--- config.mk ---
export PLATFORM = sky130hd
export DESIGN_NAME = dmac4_core
export DESIGN_NICKNAME = d
export VERILOG_FILES = /design/src/rtl/dmac4_pkg.sv /design/src/rtl/dmac4_decode.sv /design/src/rtl/dmac4_chan.sv /design/src/rtl/dmac4_core.sv
export SDC_FILE = /design/constraint.sdc
export NUM_CORES = 1
export LEC_CHECK = 0
export BUFFER_PORTS_ARGS = -buffer_cell sky130_fd_sc_hd__buf_4
export CORE_ASPECT_RATIO = 0.75
export CORE_MARGIN = 2
export CORE_UTILIZATION = 45
export DETAILED_ROUTE_END_ITERATION = 7
export GPL_ROUTABILITY_DRIVEN = 0
export PLACE_DENSITY = 0.69
export REMOVE_ABC_BUFFERS = 1
export SLEW_MARGIN = 10
export SYNTH_ARGS = -nofsm -noshare
export SYNTH_HDL_FRONTEND = slang
export SYNTH_SLANG_ARGS = --single-unit
--- constraint.sdc ---
create_clock -name clk -period 8.8 [get_ports clk]
set_input_delay 1.32 -clock clk [delete_from_list [all_inputs] [get_ports clk]]
set_output_delay 1.32 -clock clk [all_outputs]
set_load 0.01 [all_outputs]
--- src/rtl/dmac4_pkg.sv ---
package dmac4_pkg;
    localparam int NCH   = 4;
    localparam int CH_W  = 2;
    localparam int AW    = 16;
    localparam int CW    = 16;
    localparam int PW    = 8;
    localparam int FW    = AW + PW;
    localparam int RW    = CW + 1;
    localparam int MW    = 2;

    localparam logic [3:0] OFS_STATUS = 4'h8;
    localparam logic [3:0] OFS_MASK   = 4'hA;
    localparam logic [3:0] OFS_MODE   = 4'hB;
    localparam logic [3:0] OFS_PTRCLR = 4'hC;

    typedef struct packed {
        logic [AW-1:0] base_addr;
        logic [CW-1:0] base_cnt;
        logic [PW-1:0] page;
        logic [FW-1:0] cur_addr;
        logic [RW-1:0] cur_cnt;
        logic          reload;
        logic          masked;
        logic [MW-1:0] mode;
    } chan_state_t;

    typedef struct packed {
        logic [NCH-1:0] sel_addr;
        logic [NCH-1:0] sel_cnt;
        logic [NCH-1:0] sel_page;
        logic           sel_status;
        logic           sel_mask;
        logic           sel_mode;
        logic           sel_ptrclr;
    } io_sel_t;

    typedef struct packed {
        logic           ptr;
        logic [NCH-1:0] status;
        logic           ack;
        logic [CH_W-1:0] chan;
        logic [RW-1:0]  grant;
        logic [FW-1:0]  addr;
        logic           tc;
    } top_state_t;

    function automatic logic [7:0] page_port(input int ch);
        case (ch)
            0:       return 8'h87;
            1:       return 8'h83;
            2:       return 8'h81;
            default: return 8'h82;
        endcase
    endfunction
endpackage

--- src/rtl/dmac4_decode.sv ---
module dmac4_decode
    import dmac4_pkg::*;
(
    input  logic [7:0] io_addr,
    output io_sel_t    sel
);
    logic ctl_hit;
    assign ctl_hit = (io_addr[7:4] == 4'h0);

    for (genvar i = 0; i < NCH; i++) begin : g_ch
        assign sel.sel_addr[i] = ctl_hit && (io_addr[3:0] == 4'(2 * i));
        assign sel.sel_cnt[i]  = ctl_hit && (io_addr[3:0] == 4'(2 * i + 1));
        assign sel.sel_page[i] = (io_addr == page_port(i));
    end

    assign sel.sel_status = ctl_hit && (io_addr[3:0] == OFS_STATUS);
    assign sel.sel_mask   = ctl_hit && (io_addr[3:0] == OFS_MASK);
    assign sel.sel_mode   = ctl_hit && (io_addr[3:0] == OFS_MODE);
    assign sel.sel_ptrclr = ctl_hit && (io_addr[3:0] == OFS_PTRCLR);
endmodule

--- src/rtl/dmac4_chan.sv ---
module dmac4_chan
    import dmac4_pkg::*;
(
    input  logic          clk,
    input  logic          rst_n,
    input  logic          wr_addr,
    input  logic          wr_cnt,
    input  logic          wr_page,
    input  logic          hi_sel,
    input  logic [7:0]    wdata,
    input  logic          mask_wr,
    input  logic          mask_val,
    input  logic          mode_wr,
    input  logic [MW-1:0] mode_val,
    input  logic          go,
    input  logic [CW-1:0] len,
    output logic [FW-1:0] cur_addr,
    output logic [RW-1:0] cur_cnt,
    output logic [PW-1:0] page,
    output logic [MW-1:0] mode,
    output logic          en,
    output logic [RW-1:0] grant,
    output logic [FW-1:0] start_addr,
    output logic          tc
);
    chan_state_t st_d, st_q;
    logic [RW-1:0] eff_cnt;
    logic [FW-1:0] eff_addr;
    logic          usable;

    always_comb begin
        eff_cnt  = st_q.reload ? ({1'b0, st_q.base_cnt} + RW'(1)) : st_q.cur_cnt;
        eff_addr = st_q.reload ? ((FW'(st_q.page) << AW) | FW'(st_q.base_addr)) : st_q.cur_addr;
        usable   = !st_q.masked && (len != '0) && (eff_cnt != '0);
        grant    = '0;
        tc       = 1'b0;
        if (usable) begin
            if (eff_cnt <= {1'b0, len}) begin
                grant = eff_cnt;
                tc    = 1'b1;
            end else begin
                grant = {1'b0, len};
            end
        end
        start_addr = eff_addr;

        st_d = st_q;
        if (go && usable) begin
            st_d.cur_addr = eff_addr + FW'(grant);
            st_d.cur_cnt  = eff_cnt - grant;
            st_d.reload   = 1'b0;
        end
        if (wr_addr) begin
            if (hi_sel) st_d.base_addr[15:8] = wdata;
            else        st_d.base_addr[7:0]  = wdata;
            st_d.reload = 1'b1;
        end
        if (wr_cnt) begin
            if (hi_sel) st_d.base_cnt[15:8] = wdata;
            else        st_d.base_cnt[7:0]  = wdata;
            st_d.reload = 1'b1;
        end
        if (wr_page) st_d.page   = wdata;
        if (mask_wr) st_d.masked = mask_val;
        if (mode_wr) st_d.mode   = mode_val;
    end

    always_ff @(posedge clk or negedge rst_n) begin
        if (!rst_n) begin
            st_q        <= '0;
            st_q.masked <= 1'b1;
        end else begin
            st_q <= st_d;
        end
    end

    assign cur_addr = st_q.cur_addr;
    assign cur_cnt  = st_q.cur_cnt;
    assign page     = st_q.page;
    assign mode     = st_q.mode;
    assign en       = !st_q.masked && ((st_q.cur_cnt != '0) || st_q.reload);


    mask_drop_chk: assert property (@(posedge clk) disable iff (!rst_n)
        (mask_wr && mask_val) |=> !en);

    grant_bound_chk: assert property (@(posedge clk) disable iff (!rst_n)
        go |-> (grant <= {1'b0, len}));

    tc_empty_chk: assert property (@(posedge clk) disable iff (!rst_n)
        (go && tc && !wr_addr && !wr_cnt) |=> (cur_cnt == '0) && !en);

    reload_en_chk: assert property (@(posedge clk) disable iff (!rst_n)
        ((wr_addr || wr_cnt) && !mask_wr && !st_q.masked) |=> en);

    blocked_hold_chk: assert property (@(posedge clk) disable iff (!rst_n)
        (go && st_q.masked) |=> ($stable(cur_cnt) && $stable(cur_addr)));
endmodule

--- src/rtl/dmac4_core.sv ---
module dmac4_core
    import dmac4_pkg::*;
(
    input  logic        clk,
    input  logic        rst_n,
    input  logic        io_wr,
    input  logic        io_rd,
    input  logic [7:0]  io_addr,
    input  logic [7:0]  io_wdata,
    output logic [7:0]  io_rdata,
    input  logic        xfer_req,
    input  logic [1:0]  xfer_chan,
    input  logic [15:0] xfer_len,
    output logic        xfer_ack,
    output logic [16:0] xfer_grant,
    output logic [23:0] xfer_addr,
    output logic        xfer_tc,
    output logic [3:0]  chan_en,
    output logic [7:0]  chan_mode
);
    io_sel_t    sel;
    top_state_t ts_d, ts_q;

    logic [FW-1:0] c_addr  [NCH];
    logic [RW-1:0] c_cnt   [NCH];
    logic [PW-1:0] c_page  [NCH];
    logic [RW-1:0] c_grant [NCH];
    logic [FW-1:0] c_start [NCH];
    logic [NCH-1:0] c_tc;

    dmac4_decode u_decode (
        .io_addr (io_addr),
        .sel     (sel)
    );

    for (genvar i = 0; i < NCH; i++) begin : g_chan
        logic [MW-1:0] mode_o;
        dmac4_chan u_chan (
            .clk        (clk),
            .rst_n      (rst_n),
            .wr_addr    (io_wr && sel.sel_addr[i]),
            .wr_cnt     (io_wr && sel.sel_cnt[i]),
            .wr_page    (io_wr && sel.sel_page[i]),
            .hi_sel     (ts_q.ptr),
            .wdata      (io_wdata),
            .mask_wr    (io_wr && sel.sel_mask && (io_wdata[1:0] == CH_W'(i))),
            .mask_val   (io_wdata[2]),
            .mode_wr    (io_wr && sel.sel_mode && (io_wdata[1:0] == CH_W'(i))),
            .mode_val   (io_wdata[7:6]),
            .go         (xfer_req && (xfer_chan == CH_W'(i))),
            .len        (xfer_len),
            .cur_addr   (c_addr[i]),
            .cur_cnt    (c_cnt[i]),
            .page       (c_page[i]),
            .mode       (mode_o),
            .en         (chan_en[i]),
            .grant      (c_grant[i]),
            .start_addr (c_start[i]),
            .tc         (c_tc[i])
        );
        assign chan_mode[MW*i +: MW] = mode_o;
    end

    always_comb begin
        io_rdata = '0;
        for (int i = 0; i < NCH; i++) begin
            if (sel.sel_addr[i]) io_rdata = ts_q.ptr ? c_addr[i][15:8] : c_addr[i][7:0];
            if (sel.sel_cnt[i])  io_rdata = ts_q.ptr ? c_cnt[i][15:8]  : c_cnt[i][7:0];
            if (sel.sel_page[i]) io_rdata = c_page[i];
        end
        if (sel.sel_status) io_rdata = 8'(ts_q.status);
    end

    always_comb begin
        ts_d       = ts_q;
        ts_d.ack   = xfer_req;
        ts_d.chan  = xfer_chan;
        ts_d.grant = xfer_req ? c_grant[xfer_chan] : '0;
        ts_d.addr  = xfer_req ? c_start[xfer_chan] : '0;
        ts_d.tc    = xfer_req && c_tc[xfer_chan];
        if (io_rd && sel.sel_status) ts_d.status = '0;
        if (xfer_req && c_tc[xfer_chan]) ts_d.status[xfer_chan] = 1'b1;
        if ((io_wr || io_rd) && ((|sel.sel_addr) || (|sel.sel_cnt))) ts_d.ptr = !ts_q.ptr;
        if (io_wr && sel.sel_ptrclr) ts_d.ptr = 1'b0;
    end

    always_ff @(posedge clk or negedge rst_n) begin
        if (!rst_n) ts_q <= '0;
        else        ts_q <= ts_d;
    end

    assign xfer_ack   = ts_q.ack;
    assign xfer_grant = ts_q.grant;
    assign xfer_addr  = ts_q.addr;
    assign xfer_tc    = ts_q.tc;


    ptr_clear_chk: assert property (@(posedge clk) disable iff (!rst_n)
        (io_wr && sel.sel_ptrclr) |=> !ts_q.ptr);

    status_clear_chk: assert property (@(posedge clk) disable iff (!rst_n)
        (io_rd && sel.sel_status && !xfer_req) |=> (ts_q.status == '0));

    tc_status_chk: assert property (@(posedge clk) disable iff (!rst_n)
        (xfer_ack && xfer_tc) |-> ts_q.status[ts_q.chan]);

    ptr_toggle_chk: assert property (@(posedge clk) disable iff (!rst_n)
        (io_wr && !sel.sel_ptrclr && ((|sel.sel_addr) || (|sel.sel_cnt))) |=> (ts_q.ptr != $past(ts_q.ptr)));
endmodule

### After elaboration in Yosys (flattened, before gate mapping)

Cells that the tools add are included.

* flip-flop bits (word level): 388
* input port bits: 39
* output and inout port bits: 63
* logic and storage cells: 272

* $add $sub $neg: 12
* $lt $le $gt $ge: 7
* eq/ne operators: 21
* multiplexer cells: 73
* bitwise gates (word level): 7
* reductions and logical operators: 106

Operators with widths (number)
* 2-to-1 mux 17 bit: 15
* 2-to-1 mux 24 bit: 7
* 2-to-1 mux 8 bit: 21
* nonzero test 17 bit: 8
* adder 24 x 17 -> 24 bit: 4
* OR 24 x 16 -> 24 bit: 4
* adder 16 x 1 -> 17 bit, second input constant: 4
* less-or-equal comparator 17 x 16 -> 1 bit: 4
* subtractor 17 bit: 4
* logical AND 1 bit: 59
* binary-select mux 24 bit (select 2 bit): 1
* binary-select mux 17 bit (select 2 bit): 1
* == test 8 bit, second input constant: 4
* AND reduction 2 bit: 16
* 2-to-1 mux 1 bit: 24
* == test 4 x 3 -> 1 bit, second input constant: 4
* == test 4 bit, second input constant: 4
* nonzero test 16 bit: 1
* nonzero test 3 bit: 4
* == test 2 bit, second input constant: 4
* == test 4 x 2 -> 1 bit, second input constant: 2
* logical NOT 4 bit: 2
* 2-to-1 mux 4 bit: 2
* OR reduction 4 bit: 2
* other kinds (14): 25

### Longest topological paths before layout

* word-level depth: 15
* gate-level depth with buffers: 28
* mapped depth without buffers: 26

### Cells and area by module

A second synthesis with hierarchy kept.

* cells, all modules: 3420
* area, all modules: 32929.1 um2

Modules (own cells, without submodules)
* dmac4_chan at g_chan[3].u_chan: instances 1, cells each 800, area an instance 7359.6 um2, sequential area each 2128.3 um2
* dmac4_chan at g_chan[2].u_chan: instances 1, cells each 724, area an instance 6988.0 um2, sequential area each 2128.3 um2
* dmac4_chan at g_chan[1].u_chan: instances 1, cells each 717, area an instance 6821.5 um2, sequential area each 2128.3 um2
* dmac4_chan at g_chan[0].u_chan: instances 1, cells each 692, area an instance 6765.2 um2, sequential area each 2128.3 um2
* dmac4_core: instances 1, cells each 459, area an instance 4803.4 um2, sequential area each 1201.2 um2
* dmac4_decode: instances 1, cells each 28, area an instance 191.4 um2, sequential area each 0.0 um2

### Least setup slack after synthesis

OpenSTA, ideal clock, no wires.

* kind: register -> register
* from: register g_chan[2].u_chan.st_q[3] (netlist name)
* to: register g_chan[2].u_chan.st_q, in the netlist g_chan[2].u_chan.cur_addr[19]
* setup time: 0.126 ns
* data arrival time: 6.488 ns
* required time: 8.674 ns
* setup slack: 2.186 ns
* stages on the path, launching flop included: 28
* buffers on the path: 7
* period minus slack after synthesis: 6.614 ns
* path through: dfrtp_1 > clkbuf_1 > buf_1 > clkbuf_1 > clkbuf_1 > clkbuf_1 > a21oi_1 > ha_1 > nand2_1 > o211ai_1 > o21bai_1 > o21ai_0 > o21ai_0 > buf_1 > buf_2 > a21oi_1 > nand2b_1 > inv_1 > ha_1 > a211oi_1 > nor2_1 > o21a_1 > a41oi_1 > a2111oi_0 > and3b_1 > nor4_1 > mux2_2 > a221o_1

* word-level cells in the longest chain between the ends: 5
* elaborated cells between the ends (all ways): 9
* those cells by class: add/sub (1); order compare (1); mux (4); reduce/logical (3)

Ends and longest elaborated chain
* from (decl): RTL line dmac4_chan.sv:26 `chan_state_t st_d, st_q;`
* from (signal assigned): RTL line dmac4_chan.sv:73 `st_q <= st_d;`
* 2-to-1 mux 17 bit: RTL line dmac4_chan.sv:32 `eff_cnt = st_q.reload ? ({1'b0, st_q.base_cnt} + RW'(1)) : st_q.cur_cnt;`
* less-or-equal comparator 17 x 16 -> 1 bit or nonzero test 17 bit (tied branches): RTL line dmac4_chan.sv:38, dmac4_chan.sv:34
* 2-to-1 mux 17 bit or logical AND 1 bit (tied branches): RTL line dmac4_chan.sv:38, dmac4_chan.sv:34
* 2-to-1 mux 17 bit: RTL line dmac4_chan.sv:37 `if (usable) begin`
* adder 24 x 17 -> 24 bit: RTL line dmac4_chan.sv:49 `st_d.cur_addr = eff_addr + FW'(grant);`

Parallel ways exist; a longest one is shown, timed or not.
A chain may end at the register's enable or synchronous reset.

### Worst setup path in the final report

* from: register g_chan[2].u_chan.st_q[56] (netlist name)
* to: register g_chan[2].u_chan.st_q, in the netlist g_chan[2].u_chan.cur_addr[19]

* word-level cells in the longest chain between the ends: 6
* elaborated cells between the ends (all ways): 9
* those cells by class: add/sub (2); order compare (1); mux (3); reduce/logical (3)

Ends and longest elaborated chain (RTL line)
* adder 16 x 1 -> 17 bit (*): dmac4_chan.sv:32
* 2-to-1 mux 17 bit (*): dmac4_chan.sv:32
* less-or-equal comparator 17 x 16 -> 1 bit or nonzero test 17 bit (tied branches): dmac4_chan.sv:38, dmac4_chan.sv:34
* 2-to-1 mux 17 bit or logical AND 1 bit (tied branches): dmac4_chan.sv:38, dmac4_chan.sv:34
* 2-to-1 mux 17 bit: dmac4_chan.sv:37
* adder 24 x 17 -> 24 bit: dmac4_chan.sv:49

Every way passes the cells marked *; elsewhere a longest branch is shown, timed or not.

==> out/qor.yml <==
period_share_pct: 89.4
drtIter0Drc: 4707
wire_per_inst_um: 27.9
async_reset_ff_share_pct: 100
period_minus_slack_ns: 7.87
setup_tns_ns: 0
peakVddDrop_mv: 0.193
seq_power_share_pct: 20.9
syn_to_final_growth_pct: 9.61
dieArea_um2: 67800
fmax_mhz: 127
status: "complete, no violations"
synth_top_cells_by_area: "dfrtp_1 33%, mux2_2 12%, ha_1 8.5%"
post-place-ws_ns: 1.24
met3_usage_pct: 17.2
ys_ff_latch: 388
cts-root-buf: "clkbuf_16"
htreeDepth: 2
design.portCount: 102
final_cells: 4108
cp.arrival_ns: 8.34
syn_area_um2: 29600
cts_hold_buf: 0
cts_tree: "built"
busiest_layer: "met1"
fin_worst_skew_ns: 0.0197
yosys_most_used_dff: "dfrtp_1"
initial_utilization_pct: 45.4
postRouteAntennaNets: 0
grt_util_all_layers_pct: 33.2
grtUsageMet1_pct: 45.7
fin_ws_ns: 0.933
die_x_um: 300
multi_input_area_um2: 18500
hpwl_um: 84800
crit_start: "g_chan[2].u_chan.st_q[56]"
drc_errors: 0
setup_viol: 0
slew_headroom_pct: 14.7
num_vias: 27003
tightest_slew_ns: 1.28
p_switching_uw: 6270
rr_startpoint: "g_chan[2].u_chan.st_q[56]"
ff2ff_setup_slack_ns: 0.93
path_class: "reg -> reg"
die_y_um: 226
synth_cell_types: 81
rows: 81
nNetsFinal: 3451
via_per_inst: 6.57
clk_pin_slew_ns: 0.06
seq_area_frac_synth_pct: 32.9
final-max-slew-violation-count: 0
worstHoldStart: "g_chan[1].u_chan.cur_addr[23]"
finalHoldViolCount: 0
nFillCells: 5986
start_kind: "flop"
clockBufferDepth: 3
cap_violations: 0
required_ns: 9.28
insertion_delay_ns: 0.60
utilization_pct: 49.8
cts_made_buffers: 43
use_met2_pct: 42.1
cp-end-kind: "flop"
wirelength_um: 115000
synth_area_leader_cell: "dfrtp_1"
grt_pass1_vias: 24366
hold_class: "reg -> reg"
syn_area_per_cell_um2: 9.26
leakagePower_uw: 0.0146
worstPathMaxFanout: 19
yosys_warnings: 0
grt_antenna_before_repair: 10
netlist_instances: 3193
drive_gt1_share_pct: 19.0
regArea_um2: 9720
portBuffers: 101
pwr-share-comb_pct: 63.9
cts_setup_buffers: 0
clock_power_share_pct: 15.2
cellInternalPower_uw: 6630
grt_pass1_wl_um: 166000
dp.cells: 4030
ctsResizeCount: 0
synth_edf_count: 0
firstDrtPassIters: 7
grt_setup_unrepaired: "false"
switching_share_pct: 48.6
grt_max_degree: 144
cts.sinks: 388
grt-ovfl-total: 0
yosysTopAreaCellShare_pct: 32.5
core_area_um2: 65100
power.density_nw_per_um2: 398
-- cell usage after synthesis, drive strengths merged, types with 8 or more instances --
| cell | count |
|---|---|
| fa | 8 |
| nand2 | 258 |
| or3 | 48 |
| clkbuf | 95 |
| a211oi | 33 |
| nor2b | 28 |
| a221o | 10 |
| buf | 91 |
| o221ai | 18 |
| o21a | 31 |
| a41oi | 9 |
| or4 | 16 |
| mux4 | 15 |
| o31ai | 26 |
| nand2b | 34 |
| o211ai | 25 |
| and2 | 18 |
| xnor2 | 97 |
| nor2 | 218 |
| mux2i | 120 |
| o21ai | 168 |
| o41ai | 8 |
| or2 | 31 |
| dfrtp | 384 |
| a2111oi | 10 |
| ha | 200 |
| nand4 | 28 |
| o311ai | 8 |
| nand3 | 103 |
| a22oi | 11 |
| inv | 127 |
| nor3 | 86 |
| a21o | 40 |
| o22ai | 17 |
| nor4 | 51 |
| and3 | 18 |
| xor2 | 59 |
| mux2 | 319 |
| a21oi | 183 |
| a31oi | 37 |
| o21bai | 11 |
| a31o | 8 |
-- worst max-delay path, cell delays in order (launching register included) --
cell and delay, ns:
dfrtp_1 0.44, nand4_1 0.43, or3_1 0.51, or3_1 0.35, a31oi_1 0.59, ha_1 0.40
a211oi_1 0.27, o211ai_1 0.17, or3_1 0.32, o21ai_0 0.19, o21ai_2 0.35, mux2i_1 0.21
nor2_1 0.40, ha_1 0.33, o21ai_0 0.15, a21oi_1 0.17, o21a_1 0.22, a41oi_1 0.20
a2111oi_0 0.62, and3b_1 0.31, nor4_1 0.44, mux2_2 0.39, a221o_1 0.25
-- flip-flops by register name, indices dropped and copies added (netlist names) --
name	flops
g_chan.u_chan.page	32
ts_q	5
g_chan.u_chan.st_q	136
xfer_ack	1
xfer_tc	1
xfer_grant	17
xfer_addr	24
g_chan.u_chan.mode	8
g_chan.u_chan.cur_cnt	68
g_chan.u_chan.cur_addr	96
-- routing by layer --
layer / vias to the layer above / wire, um
met5: - / 161
met4: 16 / 6860
met3: 411 / 20100
met2: 1999 / 41500
met1: 12820 / 45900
li1: 11757 / -
-- worst paths after layout --
kind	end	cells after the start
hold / removal	g_chan[1].u_chan.cur_addr[23]	2
min in group asynchronous	xfer_grant[16]	1
setup / recovery	g_chan[2].u_chan.cur_addr[19]	22
setup reg to reg	g_chan[2].u_chan.cur_addr[19]	22
max in group asynchronous	ts_q[49]	3
hold reg to reg	g_chan[1].u_chan.cur_addr[23]	2
-- metrics by stage --
step	total power [uW]	instance area, um^2	hold WS [ns]
4_1_cts	12500	32400	0.485
5_1_grt	13500	32400	0.501
2_1_floorplan	8050	28700	0.446
3_5_place_dp	10500	30900	0.472
3_3_place_gp	10400	30900	0.463
6_report	12900	32400	0.484
-- final cells by class --
cell class              instances  share of cell area (%)
clock inverters                12                   0.660
well taps                     871                    3.36
inverters                     128                    1.48
diodes                          3                  0.0232
repair buffers                148                    3.49
flip-flops and latches        388                    30.0
clock buffers                  63                    3.89
multi-input cells            2495                    57.1
-- power by group through the flow --
stage | clock network [uW] | logic [uW] | registers (uW)
floorplan | 0 | 5480 | 2570
global placement | 0 | 7710 | 2700
detailed placement | 0 | 7760 | 2700
CTS | 1980 | 7820 | 2680
global route | 2040 | 8760 | 2740
finish | 1960 | 8240 | 2700
-- cells in the final DEF, fill, tap and decap left out, drive strengths merged, types with 40 or more instances in the layout --
cell,count
a21o,40
a21oi,183
buf,148
clkbuf,63
dfrtp,384
ha,200
inv,128
mux2,319
mux2i,120
nand2,258
nand3,103
nor2,218
nor3,86
nor4,51
o21ai,168
or3,48
xnor2,97
xor2,59
-- logic make-up after synthesis --
logic type | Yosys count | share of synthesized area (%)
other | 1 | 0.0127
AO/OA/AOI/OAI | 714 | 15.7
XOR/XNOR | 156 | 4.62
buffers and inverters | 314 | 4.73
AND/OR/NAND/NOR | 958 | 15.7
adder cells (fa/ha/maj) | 208 | 9.01
flip-flops | 388 | 32.9
multiplexers | 454 | 17.4
No activity file was read; power rests on OpenSTA's default activity.
